**src/rtl/gpr_pkg.sv**
```systemverilog
package gpr_pkg;
  typedef enum logic [1:0] {
    SZ_BYTE  = 2'b00,
    SZ_HALF  = 2'b01,
    SZ_WORD  = 2'b10,
    SZ_BAD   = 2'b11
  } gpr_size_e;
endpackage

```
**src/rtl/gpr_read_port.sv**
```systemverilog
module gpr_read_port
  import gpr_pkg::*;
#(
  parameter int unsigned DATA_W    = 32,
  parameter int unsigned NREG      = 8,
  parameter int unsigned HALF_W    = 16,
  parameter int unsigned BYTE_W    = 8,
  parameter int unsigned BYTE_REGS = 4,
  localparam int unsigned IDX_W    = $clog2(NREG)
) (
  input  logic [NREG-1:0][DATA_W-1:0] regs_i,
  input  logic [IDX_W-1:0]            idx_i,
  input  gpr_size_e                   size_i,
  output logic [DATA_W-1:0]           data_o
);
  localparam logic [IDX_W-1:0] BOFS = IDX_W'(BYTE_REGS);

  // Pick the register and field window, then zero-extend.
  always_comb begin
    data_o = '0;
    unique case (size_i)
      SZ_WORD: data_o = regs_i[idx_i];
      SZ_HALF: data_o[HALF_W-1:0] = regs_i[idx_i][HALF_W-1:0];
      SZ_BYTE: begin
        if (idx_i < BOFS)
          data_o[BYTE_W-1:0] = regs_i[idx_i][BYTE_W-1:0];
        else
          data_o[BYTE_W-1:0] = regs_i[idx_i - BOFS][2*BYTE_W-1:BYTE_W];
      end
      default: data_o = '0;
    endcase
  end
endmodule

```
**src/rtl/gpr_write_merge.sv**
```systemverilog
module gpr_write_merge
  import gpr_pkg::*;
#(
  parameter int unsigned DATA_W    = 32,
  parameter int unsigned NREG      = 8,
  parameter int unsigned HALF_W    = 16,
  parameter int unsigned BYTE_W    = 8,
  parameter int unsigned BYTE_REGS = 4,
  localparam int unsigned IDX_W    = $clog2(NREG)
) (
  input  logic [NREG-1:0][DATA_W-1:0] regs_i,
  input  logic                        wr_en_i,
  input  logic [IDX_W-1:0]            wr_idx_i,
  input  gpr_size_e                   wr_size_i,
  input  logic [DATA_W-1:0]           wr_data_i,
  output logic [NREG-1:0]             we_o,
  output logic [NREG-1:0][DATA_W-1:0] nxt_o
);
  for (genvar r = 0; r < NREG; r++) begin : g_reg
    localparam logic [IDX_W-1:0] LO_CODE = IDX_W'(r);
    if (r < BYTE_REGS) begin : g_bytes
      // Registers with byte windows decode both the low and the high code.
      localparam logic [IDX_W-1:0] HI_CODE = IDX_W'(r + BYTE_REGS);
      always_comb begin
        we_o[r]  = 1'b0;
        nxt_o[r] = regs_i[r];
        if (wr_en_i) begin
          unique case (wr_size_i)
            SZ_WORD: if (wr_idx_i == LO_CODE) begin
              we_o[r]  = 1'b1;
              nxt_o[r] = wr_data_i;
            end
            SZ_HALF: if (wr_idx_i == LO_CODE) begin
              we_o[r] = 1'b1;
              nxt_o[r][HALF_W-1:0] = wr_data_i[HALF_W-1:0];
            end
            SZ_BYTE: begin
              if (wr_idx_i == LO_CODE) begin
                we_o[r] = 1'b1;
                nxt_o[r][BYTE_W-1:0] = wr_data_i[BYTE_W-1:0];
              end else if (wr_idx_i == HI_CODE) begin
                we_o[r] = 1'b1;
                nxt_o[r][2*BYTE_W-1:BYTE_W] = wr_data_i[BYTE_W-1:0];
              end
            end
            default: ;
          endcase
        end
      end
    end else begin : g_nobytes
      always_comb begin
        we_o[r]  = 1'b0;
        nxt_o[r] = regs_i[r];
        if (wr_en_i && wr_idx_i == LO_CODE) begin
          unique case (wr_size_i)
            SZ_WORD: begin
              we_o[r]  = 1'b1;
              nxt_o[r] = wr_data_i;
            end
            SZ_HALF: begin
              we_o[r] = 1'b1;
              nxt_o[r][HALF_W-1:0] = wr_data_i[HALF_W-1:0];
            end
            default: ;
          endcase
        end
      end
    end
  end
endmodule

```
**src/rtl/gpr_storage.sv**
```systemverilog
module gpr_storage #(
  parameter int unsigned DATA_W = 32,
  parameter int unsigned NREG   = 8
) (
  input  logic                        clk,
  input  logic                        rst_n,
  input  logic [NREG-1:0]             we_i,
  input  logic [NREG-1:0][DATA_W-1:0] nxt_i,
  output logic [NREG-1:0][DATA_W-1:0] q_o
);
  for (genvar r = 0; r < NREG; r++) begin : g_bank
    always_ff @(posedge clk or negedge rst_n) begin
      if (!rst_n)      q_o[r] <= '0;
      else if (we_i[r]) q_o[r] <= nxt_i[r];
    end
  end
endmodule

```
**src/rtl/gpr_alias_rf.sv**
```systemverilog
module gpr_alias_rf
  import gpr_pkg::*;
#(
  parameter int unsigned DATA_W    = 32,
  parameter int unsigned NREG      = 8,
  parameter int unsigned HALF_W    = 16,
  parameter int unsigned BYTE_W    = 8,
  parameter int unsigned BYTE_REGS = 4,
  localparam int unsigned IDX_W    = $clog2(NREG)
) (
  input  logic              clk,
  input  logic              rst_n,
  input  logic              wr_en,
  input  logic [IDX_W-1:0]  wr_idx,
  input  logic [1:0]        wr_size,
  input  logic [DATA_W-1:0] wr_data,
  input  logic [IDX_W-1:0]  rd0_idx,
  input  logic [1:0]        rd0_size,
  output logic [DATA_W-1:0] rd0_data,
  input  logic [IDX_W-1:0]  rd1_idx,
  input  logic [1:0]        rd1_size,
  output logic [DATA_W-1:0] rd1_data
);
  localparam logic [IDX_W-1:0] BOFS = IDX_W'(BYTE_REGS);

  logic [NREG-1:0][DATA_W-1:0] regs;
  logic [NREG-1:0][DATA_W-1:0] nxt;
  logic [NREG-1:0]             we;

  gpr_write_merge #(
    .DATA_W(DATA_W), .NREG(NREG), .HALF_W(HALF_W),
    .BYTE_W(BYTE_W), .BYTE_REGS(BYTE_REGS)
  ) u_merge (
    .regs_i(regs), .wr_en_i(wr_en), .wr_idx_i(wr_idx),
    .wr_size_i(gpr_size_e'(wr_size)), .wr_data_i(wr_data),
    .we_o(we), .nxt_o(nxt)
  );

  gpr_storage #(.DATA_W(DATA_W), .NREG(NREG)) u_store (
    .clk(clk), .rst_n(rst_n), .we_i(we), .nxt_i(nxt), .q_o(regs)
  );

  gpr_read_port #(
    .DATA_W(DATA_W), .NREG(NREG), .HALF_W(HALF_W),
    .BYTE_W(BYTE_W), .BYTE_REGS(BYTE_REGS)
  ) u_rd0 (
    .regs_i(regs), .idx_i(rd0_idx), .size_i(gpr_size_e'(rd0_size)), .data_o(rd0_data)
  );

  gpr_read_port #(
    .DATA_W(DATA_W), .NREG(NREG), .HALF_W(HALF_W),
    .BYTE_W(BYTE_W), .BYTE_REGS(BYTE_REGS)
  ) u_rd1 (
    .regs_i(regs), .idx_i(rd1_idx), .size_i(gpr_size_e'(rd1_size)), .data_o(rd1_data)
  );

  // Storage must not move without an enabled, legal write.
  p_idle_hold_r6: assert property (@(posedge clk) disable iff (!rst_n)
    !wr_en |=> $stable(regs));
  p_bad_size_hold_r7: assert property (@(posedge clk) disable iff (!rst_n)
    (wr_en && wr_size == 2'b11) |=> $stable(regs));
  // Merge on write keeps the bits outside the window.
  p_half_keeps_upper_r3: assert property (@(posedge clk) disable iff (!rst_n)
    (wr_en && wr_size == 2'b01) |=>
      regs[$past(wr_idx)][DATA_W-1:HALF_W] == $past(regs[wr_idx][DATA_W-1:HALF_W]));
  p_full_write_r2: assert property (@(posedge clk) disable iff (!rst_n)
    (wr_en && wr_size == 2'b10) |=> regs[$past(wr_idx)] == $past(wr_data));
  p_low_byte_r4: assert property (@(posedge clk) disable iff (!rst_n)
    (wr_en && wr_size == 2'b00 && wr_idx < BOFS) |=>
      regs[$past(wr_idx)] == {$past(regs[wr_idx][DATA_W-1:BYTE_W]), $past(wr_data[BYTE_W-1:0])});
  p_high_byte_r5: assert property (@(posedge clk) disable iff (!rst_n)
    (wr_en && wr_size == 2'b00 && wr_idx >= BOFS) |=>
      (regs[$past(wr_idx) - BOFS][2*BYTE_W-1:BYTE_W] == $past(wr_data[BYTE_W-1:0])) &&
      (regs[$past(wr_idx) - BOFS][BYTE_W-1:0] == $past(regs[wr_idx - BOFS][BYTE_W-1:0])));
  // Read side: illegal width yields zero, full width mirrors storage.
  p_bad_read_zero_r7: assert property (@(posedge clk) disable iff (!rst_n)
    (rd0_size == 2'b11) |-> rd0_data == '0);
  p_full_read_r9: assert property (@(posedge clk) disable iff (!rst_n)
    (rd1_size == 2'b10) |-> rd1_data == regs[rd1_idx]);
endmodule

```
**config.mk**
```make
export PLATFORM = sky130hd
export DESIGN_NAME = gpr_alias_rf
export DESIGN_NICKNAME = d
export VERILOG_FILES = /design/src/rtl/gpr_pkg.sv /design/src/rtl/gpr_read_port.sv /design/src/rtl/gpr_write_merge.sv /design/src/rtl/gpr_storage.sv /design/src/rtl/gpr_alias_rf.sv
export SDC_FILE = /design/constraint.sdc
export NUM_CORES = 1
export LEC_CHECK = 0
export ABC_CLOCK_PERIOD_IN_PS = 1300
export BUFFER_PORTS_ARGS = -buffer_cell sky130_fd_sc_hd__buf_2
export CAP_MARGIN = 10
export CORE_MARGIN = 2
export CORE_UTILIZATION = 45
export DETAILED_ROUTE_END_ITERATION = 7
export PLACE_DENSITY = 0.68
export SKIP_CTS_REPAIR_TIMING = 1
export SLEW_MARGIN = 40
export SYNTH_ARGS = -nofsm -noshare
export SYNTH_HDL_FRONTEND = slang
export SYNTH_SLANG_ARGS = --single-unit
```
**constraint.sdc**
```tcl
create_clock -name clk -period 1.3 [get_ports clk]
set_input_delay 0 -clock clk [delete_from_list [all_inputs] [get_ports clk]]
set_output_delay 0 -clock clk [all_outputs]
set_load 0.02 [all_outputs]
```
== Word level (Yosys, flattened, before mapping) ==
Cells that the tools add are included.
Operators by class
  magnitude comparators: 6
  multiplexer cells: 65
  add/sub/neg operators: 2
  equal/unequal tests: 33
  reductions and logical operators: 32
Operator list (number)
  32-bit binary-select mux with 3-bit select: 4
  16-bit 2-to-1 mux: 12
  16-bit one-hot mux with 3 select lines: 4
  8-bit 2-to-1 mux: 16
  32-bit 2-to-1 mux: 2
  2-bit by 1-bit inequality test with 1-bit output (second input constant): 16
  8-bit one-hot mux with 2 select lines: 2
  7-bit AND reduction: 4
  3-bit AND reduction: 8
  6-bit AND reduction: 4
  1-bit 2-to-1 mux: 21
  3-bit by 4-bit < comparator with 1-bit output (second input constant): 4
  4-bit AND reduction: 4
  3-bit == test (second input constant): 4
  2-bit inequality test (second input constant): 4
  1-bit one-hot mux with 2 select lines: 4
  2-bit by 1-bit == test with 1-bit output (second input constant): 3
  2-bit == test (second input constant): 3
  3-bit by 2-bit == test with 1-bit output (second input constant): 2
  2-bit zero test: 3
  3-bit < comparator (second input constant): 2
  2-bit OR reduction: 3
  3-bit subtractor (second input constant): 2
  1-bit logical AND: 4
  other kinds (3): 3
Storage, ports and cells
  flip-flop bits (word level): 256
  output and inout port bits: 64
  logic and storage cells: 158
  bits of input ports: 50

== Longest topological paths before layout ==
  depth after elaboration: 6
  gate-level depth with buffers: 8
  depth with buffers taken out: 6

== By module ==
From an unflattened synthesis, not the netlist that was laid out.
Second synthesis, totals
  cell total of the unflattened synthesis: 1371
  area total of the unflattened synthesis: 19503.7 µm²
By module, submodules not included
  gpr_storage: times used 1, sequential area each 6406.1 µm², area an instance 10760.3 µm², cells each 544
  gpr_read_port: times used 2, sequential area each 0.0 µm², area an instance 2429.8 µm², cells each 195
  gpr_write_merge: times used 1, sequential area each 0.0 µm², area an instance 3883.7 µm², cells each 437

== Worst setup path before layout ==
OpenSTA, ideal clock, no wires.
  kind: input-to-reg
  start point: input port wr_size[0]
  end point: register u_store.q_o[117] (netlist name)
  library setup time: 125 ps
  path buffers: 2
  data required time: 1175 ps
  setup slack: -384 ps
  arrival time: 1559 ps
  stages: 8
  cells stage by stage: inv_1 ha_1 clkbuf_2 and4bb_2 o21ai_1 nor2_2 buf_4 mux2_2
Between the ends
  longest elaborated chain between the ends: 5
  elaborated cells between the ends (all ways): 7
  classes of those cells: eq/ne (2); mux (2); reduce/logical (3)
RTL lines
  start, declared: line gpr_alias_rf.sv:15  | input logic [1:0] wr_size,
  2-bit by 1-bit == test with 1-bit output or 2-bit == test (tied branches): line gpr_write_merge.sv:28  | unique case (wr_size_i)
  2-bit OR reduction (no line)
  1-bit one-hot mux with 2 select lines: line gpr_write_merge.sv:28
  1-bit 2-to-1 mux: line gpr_write_merge.sv:27  | if (wr_en_i) begin
  4-bit AND reduction (no line) (*)
  end signal, assigned by index: line gpr_storage.sv:14  | else if (we_i[r]) q_o[r] <= nxt_i[r];
  end, declared: line gpr_storage.sv:9  | output logic [NREG-1:0][DATA_W-1:0] q_o
Mark *: on every way between the ends. The rest lies on a longest branch, timed or not.
A chain may end at the register's enable or synchronous reset.

== Worst setup path in the final report ==
  start point: register u_store.q_o[108] (netlist name)
  end point: output port rd1_data[12]
Between the ends
  longest elaborated chain between the ends: 3
RTL lines
  32-bit binary-select mux with 3-bit select: line gpr_read_port.sv:22, gpr_read_port.sv:23
  32-bit 2-to-1 mux (not written as such): line gpr_read_port.sv:23  | SZ_HALF: data_o[HALF_W-1:0] = regs_i[idx_i][HALF_W-1:0];
  8-bit 2-to-1 mux
  end, declared: line gpr_alias_rf.sv:22  | output logic [DATA_W-1:0] rd1_data
Every way passes these cells. The select of a mux whose other input is x is not followed.

==> reports/qor.csv <==
metric;value;unit
start_kind;register;
grtUsageTotal;0.237;
cts_max_path_buffers;3;
ys_seq_area_frac;0.453;
largest_reg_flops;256;
cts_root_buf;clkbuf_16;
setup_ws;-680;ps
place_hpwl;26900;microns
synth-main-ff-cell;dfrtp_1;
syn_to_final_growth;31.4;%
synthArstFlopShare;1.00;
syn_avg_cell_area;14.9;sq um
slew_headroom;0.553;
port_buffers;113;
crit_path_max_fanout;2;
final_util;0.605;
max_freq;505;MHz
tightestPinTransition;666;ps
drcViolationCount;0;
vias_per_cell;5.83;
cap_violations;0;
skew;0;ps
grt_start_max_net_pins;52;
die_w;181;microns
synth_area;14200;sq um
netlist_top_cells_area;dfrtp_1 (45%), mux2_2 (21%), mux4_2 (18%);
seq_area;6410;sq um
grt_first_pass_wirelength;59600;microns
chipHeight;181;microns
drt-initial-drc-count;582;
setup-tns-final;-34700;ps
core_area;30700;sq um
start_util;0.460;
rsz0062_at_grt;yes;
period_minus_slack;1980;ps
cts_tree;built;
cts.sinks;256;
numCtsBuffers;28;
criticalPathCategory;register to primary output;
fp-row-count;64;
antenna_found_initial;2;
post-route-period-util;1.52;
hold_viol;0;
grt_pass1_vias;9946;
ant_nets;0;
io_pins;114;
status;finished with violations;
avgRoutedWirePerCell;23.5;microns
gr-total-overflow;0;
vdd_drop_max;0.000967;V
die-area;32900;sq um
place_congestion;0.799;
n_fill_cell;2418;
leakage;8.45;nW
clkTransAtPathRegs;60;ps
holdCritPathClass;primary input to register;
slew_viol_final;0;
yosysMostFrequentCell;mux2_2;
cellPowerDensity;1460;nW/um^2
cp.arrival;1980;ps
regMostFlops;u_store.q_o;
layout.nets;1298;
first_pass_iters;5;
ys_ff_latch;256;
synth_top_area_cell;dfrtp_1;
required;1300;ps
post-place-ws;-533;ps
yosysWarnings;0;
violations;negative setup slack;
wirelength;38900;microns
synth_enable_flop_cells;0;
layout-drive-gt1-share;0.614;
syn_inst;948;
vias;9661;
critPathCaptureType;primary output;
largest_registers;u_store.q_o: 256 flops;
yosys-top-cells-count;mux2_2 (264), dfrtp_1 (256), mux4_2 (112), mux2i_1 (80), nor2b_1 (48);
synth_nets;1008;
ys_types;37;
htree_levels;1;
setup_violations;64;
netlist.area_leader.share;0.453;
clock_latency;550;ps
multi_input_area;7720;sq um
-- layout by cell type (no fill, tap or decap), types with 2 or more instances in the layout --
cell,n
nor2_4,3
buf_12,41
ha_4,2
a22oi_1,2
a21oi_2,7
nand2b_1,3
mux2i_1,78
nor3b_1,2
or3b_1,2
nand2_1,14
mux4_2,112
nand2_2,7
inv_1,5
nor3_2,11
clkinv_2,5
dfrtp_1,256
clkbuf_8,8
o221ai_1,8
nor3_4,3
clkbuf_16,29
and3b_1,2
nor2b_1,47
mux2_4,28
clkinvlp_4,3
a22oi_2,6
nor2_1,11
ha_1,8
bufinv_16,5
mux2_2,236
o22ai_1,8
clkbuf_1,2
dlygate4sd3_1,34
nor2_2,5
buf_6,13
buf_4,154
buf_2,81
-- critical path: stages, from the launching register on --
cell     delay, ps
dfrtp_1        390
buf_6          120
mux4_2         530
mux2i_1        150
nor2b_1         70
buf_4          160
-- final timing paths --
| check | end | startpoint | depth (start not counted) | slack (ps) |
|---|---|---|---|---|
| max in group asynchronous | u_store.q_o[116] | rst_n | 4 | 220 |
| min in group asynchronous | u_store.q_o[203] | rst_n | 3 | 460 |
| setup / recovery | rd1_data[12] | u_store.q_o[108] | 5 | -680 |
| hold / removal | u_store.q_o[14] | wr_idx[0] | 5 | 140 |
| setup reg to reg | u_store.q_o[74] | u_store.q_o[74] | 3 | 300 |
| hold reg to reg | u_store.q_o[113] | u_store.q_o[113] | 1 | 520 |
-- routing by layer --
layer  vias up  wire, microns  GRT usage
li1       4227              -          -
met1      5100          17400      0.334
met5         -              7          0
met4         2            701     0.0488
met2       274          18600      0.385
met3        58           2160     0.0468
-- logic make-up after synthesis --
| kind of cell | synth area share |
|---|---|
| adder cells (fa/ha/maj) | 0.00884 |
| AND/OR/NAND/NOR | 0.0504 |
| buffers and inverters | 0.0247 |
| flip-flops | 0.453 |
| AO/OA/AOI/OAI | 0.0186 |
| multiplexers | 0.445 |
-- final cells by class --
type | instances | share of cell area
tap | 396 | 0.0266
antenna | 1 | 0.000135
inverter | 7 | 0.00256
timing repair buffer | 325 | 0.155
clock buffer | 39 | 0.0453
sequential | 256 | 0.344
multi-input combinational | 620 | 0.415
clock inverter | 13 | 0.0106
-- power by group --
group	leakage [nW]	internal, mW	switching (mW)
Sequential	3.29	9.67	1.15
Clock	0.508	5.50	3.34
Combinational	4.66	4.51	3.01
-- through the flow --
stage | instances | hold WS [ps] | power [mW] | cell area (sq um)
CTS | 1616 | -674 | 26.9 | 18000
finish | 1657 | 140 | 27.2 | 18600
global placement | 1564 | -91.5 | 17.8 | 17000
detailed placement | 1564 | -89.1 | 18.0 | 17000
floorplan | 948 | -296 | 15.1 | 14500
global route | 1656 | 139 | 28.3 | 18600
Note: power is estimated with default switching activity, not from simulation.
